## src/rtl/mc16_pkg.sv

```systemverilog
package mc16_pkg;
  localparam int WORD_W      = 16;
  localparam int REG_FIELD_W = 3;
  localparam int NUM_REGS    = 1 << REG_FIELD_W;

  typedef enum logic [2:0] {
    PH_FETCH  = 3'd0,
    PH_DECODE = 3'd1,
    PH_EXEC   = 3'd2,
    PH_MEM    = 3'd3,
    PH_WB     = 3'd4
  } phase_t;

  typedef enum logic [2:0] {
    K_NOP, K_LOAD, K_STORE, K_ADDI, K_ADD, K_SUB, K_BRANCH, K_JUMP
  } kind_t;

  typedef enum logic [1:0] { ALU_ADD, ALU_SUB, ALU_PASS_A } alu_op_t;

  localparam logic [3:0] OPC_LOAD   = 4'h1;
  localparam logic [3:0] OPC_STORE  = 4'h2;
  localparam logic [3:0] OPC_ADDI   = 4'h3;
  localparam logic [3:0] OPC_BRANCH = 4'h4;
  localparam logic [3:0] OPC_JUMP   = 4'h5;
  localparam logic [3:0] OPC_REGOP  = 4'h6;

  typedef struct packed {
    kind_t                  kind;
    logic [REG_FIELD_W-1:0] src_a;
    logic [REG_FIELD_W-1:0] src_b;
    logic [REG_FIELD_W-1:0] dst;
    logic [WORD_W-1:0]      imm;
  } dec_t;

  // Field split of one instruction word
  function automatic dec_t decode_word(input logic [WORD_W-1:0] w);
    dec_t d;
    d.kind  = K_NOP;
    d.src_a = w[11:9];
    d.src_b = w[8:6];
    d.dst   = w[8:6];
    d.imm   = WORD_W'($signed(w[5:0]));
    case (w[15:12])
      OPC_LOAD:   d.kind = K_LOAD;
      OPC_STORE:  d.kind = K_STORE;
      OPC_ADDI: begin
        d.kind = K_ADDI;
        d.dst  = w[11:9];
        d.imm  = WORD_W'($signed(w[8:0]));
      end
      OPC_BRANCH: begin
        d.kind = K_BRANCH;
        d.imm  = WORD_W'($signed(w[11:0]));
      end
      OPC_JUMP:   d.kind = K_JUMP;
      OPC_REGOP: begin
        d.dst = w[5:3];
        case (w[1:0])
          2'b01:   d.kind = K_ADD;
          2'b11:   d.kind = K_SUB;
          default: d.kind = K_NOP;
        endcase
      end
      default: d.kind = K_NOP;
    endcase
    return d;
  endfunction

  function automatic logic [WORD_W-1:0] alu_eval(input alu_op_t op,
                                                 input logic [WORD_W-1:0] a,
                                                 input logic [WORD_W-1:0] b);
    case (op)
      ALU_ADD: return a + b;
      ALU_SUB: return a - b;
      default: return a;
    endcase
  endfunction

  function automatic logic [WORD_W-1:0] pc_step(input logic [WORD_W-1:0] pc);
    return pc + WORD_W'(2);
  endfunction

  function automatic logic [WORD_W-1:0] pc_rel(input logic [WORD_W-1:0] pc,
                                               input logic [WORD_W-1:0] off);
    return pc + off;
  endfunction
endpackage

```

## src/rtl/mc16_regfile.sv

```systemverilog
module mc16_regfile #(
  parameter int NREG  = 8,
  parameter int WIDTH = 16
) (
  input  logic                     clk,
  input  logic                     rst_n,
  input  logic [$clog2(NREG)-1:0]  rd_idx_a,
  input  logic [$clog2(NREG)-1:0]  rd_idx_b,
  output logic [WIDTH-1:0]         rd_val_a,
  output logic [WIDTH-1:0]         rd_val_b,
  input  logic                     wr_en,
  input  logic [$clog2(NREG)-1:0]  wr_idx,
  input  logic [WIDTH-1:0]         wr_val
);
  logic [WIDTH-1:0] regs [NREG];

  for (genvar g = 0; g < NREG; g++) begin : g_reg
    always_ff @(posedge clk or negedge rst_n) begin
      if (!rst_n)
        regs[g] <= '0;
      else if (wr_en && wr_idx == g)
        regs[g] <= wr_val;
    end
  end

  assign rd_val_a = regs[rd_idx_a];
  assign rd_val_b = regs[rd_idx_b];
endmodule

```

## src/rtl/mc16_alu.sv

```systemverilog
module mc16_alu
  import mc16_pkg::*;
#(
  parameter int WIDTH = WORD_W
) (
  input  alu_op_t          op,
  input  logic [WIDTH-1:0] opnd_a,
  input  logic [WIDTH-1:0] opnd_b,
  output logic [WIDTH-1:0] result
);
  assign result = alu_eval(op, opnd_a, opnd_b);
endmodule

```

## src/rtl/mc16_phase_seq.sv

```systemverilog
module mc16_phase_seq
  import mc16_pkg::*;
(
  input  logic   clk,
  input  logic   rst_n,
  input  kind_t  kind,
  output phase_t phase
);
  phase_t phase_nxt;

  always_comb begin
    phase_nxt = PH_FETCH;
    case (phase)
      PH_FETCH:  phase_nxt = PH_DECODE;
      PH_DECODE: phase_nxt = (kind == K_BRANCH || kind == K_NOP) ? PH_FETCH : PH_EXEC;
      PH_EXEC: begin
        if (kind == K_JUMP)
          phase_nxt = PH_FETCH;
        else if (kind == K_LOAD || kind == K_STORE)
          phase_nxt = PH_MEM;
        else
          phase_nxt = PH_WB;
      end
      PH_MEM:    phase_nxt = (kind == K_LOAD) ? PH_WB : PH_FETCH;
      default:   phase_nxt = PH_FETCH;
    endcase
  end

  always_ff @(posedge clk or negedge rst_n) begin
    if (!rst_n) phase <= PH_FETCH;
    else        phase <= phase_nxt;
  end
endmodule

```

## src/rtl/mc16_core.sv

```systemverilog
module mc16_core
  import mc16_pkg::*;
#(
  parameter int W = WORD_W
) (
  input  logic         clk,
  input  logic         rst_n,
  output logic [W-1:0] imem_addr,
  input  logic [W-1:0] imem_rdata,
  output logic [W-1:0] dmem_addr,
  output logic [W-1:0] dmem_wdata,
  input  logic [W-1:0] dmem_rdata,
  output logic         dmem_we,
  output logic [W-1:0] dbg_pc,
  output logic [2:0]   dbg_phase
);
  localparam int NREG = NUM_REGS;

  phase_t      phase;
  logic [W-1:0] pc, ir, opnd_a_q, opnd_b_q, alu_q, mdr;
  logic [W-1:0] cur_word, alu_b, alu_y, rf_rd_a, rf_rd_b, rf_wd;
  dec_t        dec;
  alu_op_t     alu_op;

  // Named internal events, used by the checker
  logic rf_we, pc_from_branch, pc_from_jump, fetch_done;

  // The fetched word is on imem_rdata only during decode; later phases use ir
  assign cur_word = (phase == PH_DECODE) ? imem_rdata : ir;
  assign dec      = decode_word(cur_word);

  assign fetch_done     = (phase == PH_FETCH);
  assign pc_from_branch = (phase == PH_DECODE) && (dec.kind == K_BRANCH);
  assign pc_from_jump   = (phase == PH_EXEC) && (dec.kind == K_JUMP);
  assign rf_we          = (phase == PH_WB);
  assign rf_wd          = (dec.kind == K_LOAD) ? mdr : alu_q;

  always_comb begin
    case (dec.kind)
      K_SUB:   alu_op = ALU_SUB;
      K_JUMP:  alu_op = ALU_PASS_A;
      default: alu_op = ALU_ADD;
    endcase
  end
  assign alu_b = (dec.kind == K_ADD || dec.kind == K_SUB) ? opnd_b_q : dec.imm;

  mc16_phase_seq u_seq (
    .clk   (clk),
    .rst_n (rst_n),
    .kind  (dec.kind),
    .phase (phase)
  );

  mc16_regfile #(.NREG(NREG), .WIDTH(W)) u_rf (
    .clk      (clk),
    .rst_n    (rst_n),
    .rd_idx_a (dec.src_a),
    .rd_idx_b (dec.src_b),
    .rd_val_a (rf_rd_a),
    .rd_val_b (rf_rd_b),
    .wr_en    (rf_we),
    .wr_idx   (dec.dst),
    .wr_val   (rf_wd)
  );

  mc16_alu #(.WIDTH(W)) u_alu (
    .op     (alu_op),
    .opnd_a (opnd_a_q),
    .opnd_b (alu_b),
    .result (alu_y)
  );

  always_ff @(posedge clk or negedge rst_n) begin
    if (!rst_n) begin
      pc       <= '0;
      ir       <= '0;
      opnd_a_q <= '0;
      opnd_b_q <= '0;
      alu_q    <= '0;
      mdr      <= '0;
    end else begin
      case (phase)
        PH_FETCH: pc <= pc_step(pc);
        PH_DECODE: begin
          ir       <= imem_rdata;
          opnd_a_q <= rf_rd_a;
          opnd_b_q <= rf_rd_b;
          if (pc_from_branch) pc <= pc_rel(pc, dec.imm);
        end
        PH_EXEC: begin
          alu_q <= alu_y;
          if (pc_from_jump) pc <= alu_y;
        end
        PH_MEM:  mdr <= dmem_rdata;
        default: ;
      endcase
    end
  end

  assign imem_addr  = pc;
  assign dmem_addr  = alu_q;
  assign dmem_wdata = opnd_b_q;
  assign dmem_we    = (phase == PH_MEM) && (dec.kind == K_STORE);
  assign dbg_pc     = pc;
  assign dbg_phase  = phase;
endmodule

```

## config.mk

```make
export PLATFORM = sky130hd
export DESIGN_NAME = mc16_core
export DESIGN_NICKNAME = d
export VERILOG_FILES = /design/src/rtl/mc16_pkg.sv /design/src/rtl/mc16_regfile.sv /design/src/rtl/mc16_alu.sv /design/src/rtl/mc16_phase_seq.sv /design/src/rtl/mc16_core.sv
export SDC_FILE = /design/constraint.sdc
export NUM_CORES = 1
export LEC_CHECK = 0
export ABC_CLOCK_PERIOD_IN_PS = 6100
export BUFFER_PORTS_ARGS = -buffer_cell sky130_fd_sc_hd__buf_2
export CAP_MARGIN = 0
export CORE_UTILIZATION = 62
export DETAILED_ROUTE_END_ITERATION = 12
export PLACE_DENSITY = 0.82
export RECOVER_POWER = 25
export SETUP_SLACK_MARGIN = 0.1
export SLEW_MARGIN = 10
export SYNTH_ARGS = -nofsm -noshare
export SYNTH_HDL_FRONTEND = slang
export SYNTH_HIERARCHICAL = 1
export SYNTH_SLANG_ARGS = --single-unit
```

## constraint.sdc

```tcl
create_clock -name clk -period 6.1 [get_ports clk]
set_input_delay 0.915 -clock clk [delete_from_list [all_inputs] [get_ports clk]]
set_output_delay 0.915 -clock clk [all_outputs]
set_load 0.02 [all_outputs]
```

==> results.py <==
metrics = {
    "worst_hold_path": {
        "hold_class": "reg -> reg",
        "whs_endpoint": "mdr[8]",
        "worstHoldStart": "mdr[8]",
        "hold_depth": 1,
    },
    "worst_setup_path": {
        "r2r_slack_ps": 620,
        "worstPathRequired_ps": 6510,
        "path_cells": "or3b_2 > clkbuf_1 > mux2i_1 > buf_4 > nand2_1 > and2_1 > mux2_2 > nor4_2 > nand2_1 > o21ai_0 > xor2_1 > ha_1 > a21oi_1 > a311o_1 > or3_1 > mux2i_1 > o311ai_1 > nand2_1 > o21ai_0 > nand2_1 > nand4_1",
        "crit_arrival_ps": 5890,
        "crit_buf_inv": 2,
        "cpLargestDelayFamily": "simple AND/OR/NAND/NOR gates",
        "cp-start-kind": "register",
        "ff2ff_path_depth": 21,
        "cp_slowest_cell": "dfrtp_1",
        "critPathMaxFanout": 14,
        "slowest_delay_ps": 630,
        "end_kind": "register",
        "r2r-end": "dbg_pc[15]",
        "path_common_cell": "nand2_1",
        "critPathKind": "reg -> reg",
        "r2r-start": "u_seq/phase[2]",
    },
    "sta": {
        "fmax_mhz": 182.5,
        "min_period_over_period": 0.8983,
        "finalCriticalPeriod_ps": 5480,
        "setup_viol": 0,
        "worst_slew_pin_slew_ps": 2754,
        "relSlewSlack": -0.8360,
        "setup-tns-final_ps": 0,
        "drv_slew": 106,
        "rsz0062_at_grt": "no",
        "hold_viol_final": 0,
        "finClkSkew_ps": 28.48,
    },
    "finish": {
        "nFillCells": 1528,
        "multiInputGateArea_sq_mm": 0.007881,
        "drive_above_1_share": 0.2919,
        "final_nets": 1403,
        "seqCellArea_sq_mm": 0.005680,
        "antennaDiodeCount": 0,
        "area_delta_synth_final_pct": 9.752,
    },
    "clocking": {
        "tritoncts": "done",
        "root_buffer": "clkbuf_16",
        "htree_levels": 1,
        "clockBufferDepth": 3,
        "cts_setup_buffers": 0,
        "path_clk_slew_ps": 70,
        "numClockSinks": 227,
        "cts_buffers": 24,
        "clock_latency_ps": 540,
        "cts_resized": 0,
        "cts_hold_buf": 0,
    },
    "placement": {
        "finalWeightedCongestion": 0.9258,
        "hpwl_mm": 25.37,
        "port_buffers": 101,
    },
    "floorplanning": {
        "core_sq_mm": 0.02209,
        "die_area_sq_mm": 0.02344,
        "floorplan.die.height_um": 153.1,
        "std_cell_rows": 54,
        "die_width_um": 153.1,
        "start_util": 0.6406,
        "io_pins": 102,
    },
    "routing": {
        "ant_nets": 0,
        "vias": 10690,
        "firstDrtPassIters": 7,
        "viasPerCell": 6.558,
        "routed_wl_mm": 37.62,
        "route.detailed.drc": 0,
        "first_iter_violations": 922,
        "wl_per_cell_um": 23.08,
    },
    "global_route": {
        "grt_usage": 0.3283,
        "grt_pass1_vias": 10580,
        "grt_max_degree": 106,
        "grt_overflow": 0,
        "antenna_found_initial": 0,
        "grt_pass1_wl_mm": 59.44,
    },
    "synth": {
        "yosys_warnings": 6,
        "ys_seq_area_frac": 0.4014,
        "synthCells": 1258,
        "synth_ff_type": "dfrtp_1",
        "synth-edff-count": 0,
        "syn_nets": 1326,
        "async_reset_ff_frac": 1.000,
        "ys_ff_latch": 227,
        "yosysUniqueCellTypes": 83,
        "syn_area_sq_mm": 0.01415,
        "syn_avg_cell_area_sq_um": 11.25,
    },
    "run_status": {
        "status": "finished, violations left",
        "violations": "capacitance limit, slew limit",
    },
    "job": {
        "maxCapViolCount": 1,
    },
}
-- how the worst max path moves through the flow --
| stage | startpoint | to | slack, ps | cells after the start |
|---|---|---|---|---|
| floorplan | u_seq/phase[2] | dbg_pc[15] | 1240 | 24 |
| global placement | imem_rdata[15] | dbg_pc[7] | 720 | 21 |
| detailed placement | imem_rdata[15] | dbg_pc[7] | 590 | 21 |
| CTS | u_seq/phase[2] | dbg_pc[7] | 650 | 20 |
| global route | u_seq/phase[2] | dbg_pc[15] | 180 | 23 |
| finish | u_seq/phase[2] | dbg_pc[15] | 620 | 21 |
-- area by class of cell --
| type | count | area share |
|---|---|---|
| Clock buffer | 35 | 0.04455 |
| Clock inverter | 6 | 0.004672 |
| Inverter | 37 | 0.008942 |
| Multi-Input combinational cell | 914 | 0.5074 |
| Sequential cell | 227 | 0.3657 |
| Tap cell | 280 | 0.02256 |
| Timing Repair Buffer | 131 | 0.04616 |
-- synthesized netlist by cell type (4+ instances only) --
cell type	n	area (sq um)
o31a_1	4	35.03
mux2_2	196	2207
dfrtp_1	227	5680
nor3b_1	9	67.56
nor2_1	55	206.5
xnor2_1	23	201.4
buf_1	12	45.04
nor2b_1	4	25.02
nand3_1	16	80.08
nor3_1	19	95.09
a21o_1	15	112.6
o31ai_1	8	60.06
buf_6	13	146.4
o221ai_1	5	43.79
or3_1	5	31.28
mux4_1	56	1471
and2_1	5	31.28
nand2_1	212	795.8
mux2i_1	16	160.2
mux4_2	8	180.2
buf_4	22	165.2
o21a_1	11	82.58
inv_1	35	131.4
xor2_1	18	157.7
nand2b_1	5	31.28
nand4_1	7	43.79
o21ai_0	57	285.3
clkbuf_1	17	63.81
nand3b_1	4	30.03
a21oi_1	41	205.2
and3_1	4	25.02
buf_2	14	70.07
ha_1	32	400.4
a31oi_1	5	31.28
a211oi_1	7	52.55
-- worst register-to-register path: cells and delay by family, from the launching register on --
family	cells	cell delay, ps
simple gates	9	1720
compound gates	5	1000
buf+inv	2	780
mux	3	740
flops	1	630
fa+ha+maj	1	420
xor+xnor	1	110
-- metrics by stage --
| step | cell area (sq um) | utilization | hold WS [ps] | std cells | setup WS [ps] |
|---|---|---|---|---|---|
| finish | 15530 | 0.7030 | 502.2 | 1630 | 620.3 |
| detailed placement | 14780 | 0.6692 | 490.2 | 1589 | 592.9 |
| floorplan | 14150 | - | 464.4 | 1258 | 1237 |
| global route | 15530 | 0.7030 | 519.4 | 1630 | 181.1 |
| global placement | 14780 | 0.6692 | 482.2 | 1589 | 718.3 |
| CTS | 15550 | 0.7038 | 471.4 | 1630 | 650.6 |
-- sequential cells by signal (all words and copies together) (netlist names) --
register,cells
dmem_addr,16
u_rf/regs,128
u_seq/phase,3
opnd_a_q,16
mdr,16
dmem_wdata,16
dbg_pc,16
ir,16
-- cell usage in the layout (no fill, tap or decap), drive strengths merged, types with 36 or more instances in the layout --
cell type | netlist | final
a21oi | 43 | 43
buf | 61 | 126
clkbuf | 19 | 40
dfrtp | 227 | 227
inv | 36 | 36
mux2 | 196 | 196
mux4 | 64 | 64
nand2 | 212 | 212
nor2 | 56 | 56
o21ai | 58 | 58
-- cell families after synthesis --
logic type | Yosys count | synth area share
adder cells (fa/ha/maj) | 34 | 0.03112
AO/OA/AOI/OAI | 186 | 0.08479
multiplexers | 278 | 0.2865
flip-flops | 227 | 0.4014
buffers and inverters | 117 | 0.04518
AND/OR/NAND/NOR | 375 | 0.1256
XOR/XNOR | 41 | 0.02537
-- metal layers --
layer  GRT usage  up-vias  share of wire
met5           0        -              0
met3     0.04707      116          0.068
met2      0.5288      496           0.47
met4      0.1520        0          0.043
met1      0.4431     5323           0.42
li1            -     4754              -
Power is not shown: default switching activity piles up to over one toggle a cycle in this logic, so the estimate is an artifact.
